## config.mk

```make
export PLATFORM = sky130hd
export DESIGN_NAME = i2c_reg_pointer
export DESIGN_NICKNAME = d
export VERILOG_FILES = /design/src/rtl/i2c_ptr_pkg.sv /design/src/rtl/i2c_ptr_addr_chk.sv /design/src/rtl/i2c_ptr_ctrl.sv /design/src/rtl/i2c_ptr_rdpath.sv /design/src/rtl/i2c_reg_pointer.sv
export SDC_FILE = /design/constraint.sdc
export NUM_CORES = 1
export LEC_CHECK = 0
export ABC_AREA = 1
export CAP_MARGIN = 40
export CORE_MARGIN = 5
export CORE_UTILIZATION = 48
export DETAILED_ROUTE_END_ITERATION = 16
export PLACE_DENSITY = 0.79
export SYNTH_ARGS = -nofsm -noshare
export SYNTH_HDL_FRONTEND = slang
export SYNTH_HIERARCHICAL = 1
export SYNTH_SLANG_ARGS = --single-unit
```

## constraint.sdc

```tcl
create_clock -name clk -period 1.88 [get_ports clk]
set_input_delay 0.282 -clock clk [delete_from_list [all_inputs] [get_ports clk]]
set_output_delay 0.282 -clock clk [all_outputs]
set_load 0.1 [all_outputs]
```

## src/rtl/i2c_ptr_pkg.sv

```systemverilog
package i2c_ptr_pkg;

  localparam int PTR_W      = 4;
  localparam int BYTE_W     = 8;
  localparam int AI_BIT     = 4;
  localparam logic [3:0] ADDR_PREFIX = 4'b1100;

  typedef enum logic [2:0] {
    ST_IDLE,
    ST_ADDR,
    ST_CTRL,
    ST_WDATA,
    ST_RDATA,
    ST_IGNORE
  } xfer_st_t;

  typedef enum logic [1:0] {
    RK_REG,
    RK_ZERO,
    RK_ERR
  } rd_kind_t;

  function automatic logic [PTR_W-1:0] ptr_next(input logic [PTR_W-1:0] cur,
                                                input logic [PTR_W-1:0] last);
    if (cur >= last) return '0;
    return cur + 1'b1;
  endfunction

endpackage

```

## src/rtl/i2c_ptr_addr_chk.sv

```systemverilog
module i2c_ptr_addr_chk
  import i2c_ptr_pkg::*;
#(
  parameter int SEL_W = 3
) (
  input  logic [BYTE_W-1:0] addr_byte,
  input  logic [SEL_W-1:0]  addr_sel,
  output logic              match,
  output logic              is_read
);
  localparam int PFX_W = BYTE_W - 1 - SEL_W;

  logic pfx_ok;
  logic sel_ok;

  always_comb begin
    pfx_ok  = (addr_byte[BYTE_W-1 -: PFX_W] == ADDR_PREFIX[PFX_W-1:0]);
    sel_ok  = (addr_byte[SEL_W:1] == addr_sel);
    match   = pfx_ok && sel_ok;
    is_read = addr_byte[0];
  end
endmodule

```

## src/rtl/i2c_ptr_ctrl.sv

```systemverilog
module i2c_ptr_ctrl
  import i2c_ptr_pkg::*;
#(
  parameter int NUM_REGS = 10
) (
  input  logic              clk,
  input  logic              rst,
  input  logic              load,
  input  logic [BYTE_W-1:0] load_byte,
  input  logic              adv,
  output logic              ai,
  output logic [PTR_W-1:0]  ptr
);
  localparam logic [PTR_W-1:0] LAST_IDX = PTR_W'(NUM_REGS - 1);
  localparam int UNUSED_W = BYTE_W - AI_BIT - 1;

  logic [BYTE_W-1:0] ctrl_q;

  always_ff @(posedge clk) begin
    if (rst) begin
      ctrl_q <= '0;
    end else if (load) begin
      ctrl_q <= {{UNUSED_W{1'b0}}, load_byte[AI_BIT:0]};
    end else if (adv && ctrl_q[AI_BIT]) begin
      ctrl_q[PTR_W-1:0] <= ptr_next(ctrl_q[PTR_W-1:0], LAST_IDX);
    end
  end

  assign ai  = ctrl_q[AI_BIT];
  assign ptr = ctrl_q[PTR_W-1:0];

  AST_UPPER_ZERO: assert property (@(posedge clk) disable iff (rst)
    ctrl_q[BYTE_W-1:AI_BIT+1] == '0);

  AST_PTR_WRAP: assert property (@(posedge clk) disable iff (rst)
    (adv && !load && ai && (ptr >= LAST_IDX)) |=> (ptr == '0));

  AST_PTR_HOLD: assert property (@(posedge clk) disable iff (rst)
    (!load && !(adv && ai)) |=> $stable(ctrl_q));
endmodule

```

## src/rtl/i2c_ptr_rdpath.sv

```systemverilog
module i2c_ptr_rdpath
  import i2c_ptr_pkg::*;
(
  input  logic              clk,
  input  logic              rst,
  input  logic              issue,
  input  rd_kind_t          issue_kind,
  input  logic [PTR_W-1:0]  issue_idx,
  input  logic [BYTE_W-1:0] rf_rdata,
  output logic              rd_en,
  output logic [PTR_W-1:0]  rd_idx,
  output logic              tx_valid,
  output logic [BYTE_W-1:0] tx_byte
);
  logic     s1_v;
  rd_kind_t s1_kind;

  always_ff @(posedge clk) begin
    if (rst) begin
      s1_v    <= 1'b0;
      s1_kind <= RK_REG;
      rd_en   <= 1'b0;
      rd_idx  <= '0;
    end else begin
      s1_v    <= issue;
      s1_kind <= issue_kind;
      rd_en   <= issue && (issue_kind == RK_REG);
      if (issue) rd_idx <= issue_idx;
    end
  end

  always_ff @(posedge clk) begin
    if (rst) begin
      tx_valid <= 1'b0;
      tx_byte  <= '0;
    end else begin
      tx_valid <= s1_v;
      if (s1_v) begin
        unique case (s1_kind)
          RK_REG:  tx_byte <= rf_rdata;
          RK_ZERO: tx_byte <= '0;
          default: tx_byte <= '1;
        endcase
      end
    end
  end

  AST_TX_FOLLOWS_RD: assert property (@(posedge clk) disable iff (rst)
    rd_en |=> tx_valid);
endmodule

```

## src/rtl/i2c_reg_pointer.sv

```systemverilog
module i2c_reg_pointer
  import i2c_ptr_pkg::*;
#(
  parameter int NUM_REGS = 10,
  parameter int SEL_W    = 3
) (
  input  logic              clk,
  input  logic              rst,
  input  logic [SEL_W-1:0]  addr_sel,
  input  logic              ev_start,
  input  logic              ev_stop,
  input  logic              rx_valid,
  input  logic [BYTE_W-1:0] rx_byte,
  input  logic              tx_req,
  input  logic [BYTE_W-1:0] rf_rdata,
  output logic              ack_valid,
  output logic              ack,
  output logic              wr_en,
  output logic [PTR_W-1:0]  wr_idx,
  output logic [BYTE_W-1:0] wr_data,
  output logic              rd_en,
  output logic [PTR_W-1:0]  rd_idx,
  output logic              tx_valid,
  output logic [BYTE_W-1:0] tx_byte,
  output logic              ai_err
);
  localparam logic [PTR_W-1:0] LAST_IDX = PTR_W'(NUM_REGS - 1);

  xfer_st_t state, state_n;
  logic     addr_match, addr_rd;
  logic     ai;
  logic [PTR_W-1:0] ptr;
  logic     ctrl_load, ptr_adv;
  logic     rd_issue;
  rd_kind_t rd_kind;
  logic     err_set;
  logic     first_rd;
  logic     byte_ev;
  logic     ptr_in_range;

  i2c_ptr_addr_chk #(.SEL_W(SEL_W)) u_addr (
    .addr_byte (rx_byte),
    .addr_sel  (addr_sel),
    .match     (addr_match),
    .is_read   (addr_rd)
  );

  i2c_ptr_ctrl #(.NUM_REGS(NUM_REGS)) u_ctrl (
    .clk       (clk),
    .rst       (rst),
    .load      (ctrl_load),
    .load_byte (rx_byte),
    .adv       (ptr_adv),
    .ai        (ai),
    .ptr       (ptr)
  );

  i2c_ptr_rdpath u_rd (
    .clk        (clk),
    .rst        (rst),
    .issue      (rd_issue),
    .issue_kind (rd_kind),
    .issue_idx  (ptr),
    .rf_rdata   (rf_rdata),
    .rd_en      (rd_en),
    .rd_idx     (rd_idx),
    .tx_valid   (tx_valid),
    .tx_byte    (tx_byte)
  );

  assign byte_ev      = rx_valid && !ev_start && !ev_stop;
  assign ptr_in_range = (ptr <= LAST_IDX);

  always_comb begin
    state_n   = state;
    ctrl_load = 1'b0;
    ptr_adv   = 1'b0;
    rd_issue  = 1'b0;
    rd_kind   = RK_REG;
    err_set   = 1'b0;
    if (ev_start) begin
      state_n = ST_ADDR;
    end else if (ev_stop) begin
      state_n = ST_IDLE;
    end else if (rx_valid) begin
      unique case (state)
        ST_ADDR: begin
          if (!addr_match)  state_n = ST_IGNORE;
          else if (addr_rd) state_n = ST_RDATA;
          else              state_n = ST_CTRL;
        end
        ST_CTRL: begin
          ctrl_load = 1'b1;
          state_n   = ST_WDATA;
        end
        ST_WDATA: ptr_adv = 1'b1;
        default: ;
      endcase
    end else if (tx_req && (state == ST_RDATA)) begin
      rd_issue = 1'b1;
      if (ai && first_rd && (ptr == '0)) begin
        rd_kind = RK_ERR;
        err_set = 1'b1;
      end else begin
        rd_kind = ptr_in_range ? RK_REG : RK_ZERO;
        ptr_adv = 1'b1;
      end
    end
  end

  always_ff @(posedge clk) begin
    if (rst) state <= ST_IDLE;
    else     state <= state_n;
  end

  always_ff @(posedge clk) begin
    if (rst) begin
      first_rd <= 1'b0;
    end else if (ev_stop) begin
      first_rd <= 1'b0;
    end else if (byte_ev && (state == ST_ADDR) && addr_match && addr_rd) begin
      first_rd <= 1'b1;
    end else if (rd_issue) begin
      first_rd <= 1'b0;
    end
  end

  always_ff @(posedge clk) begin
    if (rst) begin
      ai_err <= 1'b0;
    end else if (ev_stop) begin
      ai_err <= 1'b0;
    end else if (err_set) begin
      ai_err <= 1'b1;
    end
  end

  always_ff @(posedge clk) begin
    if (rst) begin
      ack_valid <= 1'b0;
      ack       <= 1'b0;
    end else begin
      ack_valid <= byte_ev && ((state == ST_ADDR) || (state == ST_CTRL) ||
                               (state == ST_WDATA));
      if (byte_ev) ack <= (state == ST_ADDR) ? addr_match : 1'b1;
    end
  end

  always_ff @(posedge clk) begin
    if (rst) begin
      wr_en   <= 1'b0;
      wr_idx  <= '0;
      wr_data <= '0;
    end else begin
      wr_en <= byte_ev && (state == ST_WDATA) && ptr_in_range;
      if (byte_ev && (state == ST_WDATA)) begin
        wr_idx  <= ptr;
        wr_data <= rx_byte;
      end
    end
  end

  AST_WR_IN_RANGE: assert property (@(posedge clk) disable iff (rst)
    wr_en |-> (wr_idx <= LAST_IDX));

  AST_RD_IN_RANGE: assert property (@(posedge clk) disable iff (rst)
    rd_en |-> (rd_idx <= LAST_IDX));

  AST_ERR_SENDS_FF: assert property (@(posedge clk) disable iff (rst)
    $rose(ai_err) |=> (tx_valid && (tx_byte == '1)));

  AST_ERR_CLEARS: assert property (@(posedge clk) disable iff (rst)
    $past(ev_stop) |-> !ai_err);

  AST_IGNORE_SILENT: assert property (@(posedge clk) disable iff (rst)
    (state == ST_IGNORE) |=> (!ack_valid && !wr_en));

  AST_NO_RD_WR: assert property (@(posedge clk) disable iff (rst)
    !(wr_en && rd_en));
endmodule

```

==> out/results.ini <==
[status]
status = complete, no violations

[final_layout]
final_cell_mix = 83 x nor2_1, 57 x nand2_1, 44 x inv_1
final_util = 0.627
num-fill-cells = 385
n_antenna_cell = 0
layout.nets = 395
drive_above_1_share = 0.207
final_common_cell = nor2_1
area_delta_synth_final_pct = 29.2
final_cells = 420

[drt]
drt_iter0_drc = 86
num_vias = 1867
wire_per_inst_um = 10.3
route.detailed.drc = 0
ant_nets = 0
first_pass_iters = 4
routed_wl_mm = 4.33
via_per_inst = 4.45

[logic_synthesis]
synthDominantCellAreaShare = 0.404
synth_top_cell_by_area = dfxtp_1
ys_ff_latch = 42
synth_fp_nets = 334
yosysUniqueCellTypes = 29
synth_area_leaders = dfxtp_1 40%, nor2_1 15%, nand2_1 10%, inv_1 7.9%, o21ai_2 2.9%
ys_seq_area_frac = 0.404
synth.cell_area_mm2 = 0.00208
ys_warn_count = 6
synthCells = 306
syn_area_per_cell_um2 = 6.81

[global_routing]
grt_pass1_vias = 1647
grt_pass1_wl_mm = 6.87
antenna_found_initial = 0
grt_max_degree = 25
grt_use_total = 0.158
grt-ovfl-total = 0

[setup_path]
reg2reg_slack_ns = 0.42
worst-setup-path-type = input pin to flop
crit_chain = clkdlybuf4s50_1, nor2_1, nand2_1, nor2_1, o21ai_1, nand2_1, nand2_1, nand2_4, nand2_2, nor2_1, nor2_1
reg2reg_depth = 10
critical_path_arrival_ns = 1.72
r2r_end = u_ctrl/ctrl_q[3]
worstSetupStartpointType = input pin
path_common_cell = nor2_1
r2r-start = state[1]
slowest_stage = clkdlybuf4s50_1
crit_required_ns = 2.07
endpoint_kind = flop
max_stage_delay_ns = 0.44
critPathMaxFanout = 8

[floorplan]
placeableCoreArea_mm2 = 0.00429
die_w_um = 75.9
fp.dieArea_mm2 = 0.00576
fp-row-count = 24
initial_core_util = 0.485
io-pin-count = 55
die_h_um = 75.9

[clocking]
clkTransAtPathRegs_ns = 0.08
clockBufferDepth = 2
ctsHoldBuffers = 0
cts_setup_buffers = 0
htreeDepth = 2
tritoncts = yes
numCtsBuffers = 5
root_buffer = clkbuf_8
clock_latency_ns = 0.29
cts_sinks = 42
cts_resized = 0

[pwr]
irDropWorstVdd_uv = 358
p_total_mw = 1.65
power_density_mw_per_mm2 = 612
leakage_nw = 1.31

[placement]
dp.cells = 412
portBuffers = 54
place.gp.congestion = 0.855
hpwl_mm = 3.40

[sta]
rsz0062_at_grt = no
maxSlewViolCount = 0
worst_pin_slew_ns = 0.547
setup-tns-final_ns = 0
max_slew_margin = 0.635
min_period_over_period = 0.815
setup_viol = 0
hold_viol = 0
worst_hold_slack_ns = 0.461
fmaxAchievable_ghz = 0.653
period_needed_ns = 1.53
finalClockSkew_ns = 0.00497

[min_path]
whs_path_depth = 2
worst_hold_path_type = flop to flop
min-delay-start = ai_err
min_to = ai_err

[run]
cap_violations = 0

## critical path, delay by kind of cell
family / cells / cell delay [ns]
compound gates: 1 / 0.11
buf+inv: 1 / 0.44
simple gates: 9 / 0.88
## cell usage after synthesis
master and number:
nor2_1 83, nand2_1 57, inv_1 44, dfxtp_1 42, o21ai_1 9, nand3_1 8, o21ai_2 7, inv_2 6
nand2_2 6, a21oi_1 5, clkinv_1 5, o21ai_0 4, a21oi_2 3, buf_6 3, ha_1 3, nand2_4 3
nand4_1 2, nor2_2 2, nor3_1 2, nor3_2 2, xnor2_1 2, buf_1 1, buf_12 1, buf_4 1
clkbuf_2 1, inv_4 1, nor2_8 1, nor4_1 1, xor2_1 1
## per-layer routing
metal | global-route usage | routed length [µm] | vias up
met1 | 0.188 | 1890 | 798
met5 | 0 | 0 | -
met4 | 0.0699 | 77 | 0
met3 | 0.0356 | 222 | 6
met2 | 0.270 | 2140 | 34
li1 | - | - | 1029
## metrics by stage
stage,setup slack [ns],instance area [µm²]
3_5_place_dp,0.0711,2600
4_1_cts,0.380,2690
6_report,0.348,2690
5_1_grt,0.217,2690
2_1_floorplan,0.365,2080
3_3_place_gp,0.122,2600
## final cells by class
type	instances	area, µm²	area share
sequential	42	841	0.312
clock buffer	6	82.6	0.0307
clock inverter	2	12.5	0.00465
tap	52	65.1	0.0242
inverter	56	213	0.0790
multi-input combinational	201	960	0.357
timing repair buffer	61	518	0.192
## registers in the layout (all words and copies together) (netlist names)
signal / flops
ack: 1
ack_valid: 1
ai_err: 1
first_rd: 1
state: 3
u_ctrl/ctrl_q: 5
u_rd/rd_en: 1
u_rd/rd_idx: 4
u_rd/s1_kind: 2
u_rd/s1_v: 1
u_rd/tx_byte: 8
u_rd/tx_valid: 1
wr_data: 8
wr_en: 1
wr_idx: 4
## power by group
group | leakage [nW] | internal [mW] | switching [mW]
clock | 0.0472 | 0.295 | 0.300
sequential | 0.339 | 0.893 | 0.00489
combinational | 0.925 | 0.0753 | 0.0794
## worst max path at each step
stage	to	slack, ns	start
after floorplan	u_ctrl/ctrl_q[3]	0.36	state[0]
after global placement	u_ctrl/ctrl_q[3]	0.12	ev_stop
after detailed placement	u_ctrl/ctrl_q[3]	0.07	ev_stop
after CTS	u_ctrl/ctrl_q[3]	0.38	ev_stop
after global routing	u_ctrl/ctrl_q[3]	0.22	ev_stop
final	u_ctrl/ctrl_q[3]	0.35	ev_stop
## cell families (layout without fill, tap and decap cells)
group,after synthesis,count (layout),share of synthesized area
AO/OA/AOI/OAI,28,28,0.0853
XOR/XNOR,3,3,0.0126
adder cells (fa/ha/maj),3,3,0.0180
buffers and inverters,63,125,0.136
flip-flops,42,42,0.404
AND/OR/NAND/NOR,167,167,0.345
No activity file was read; power rests on OpenSTA's default activity.
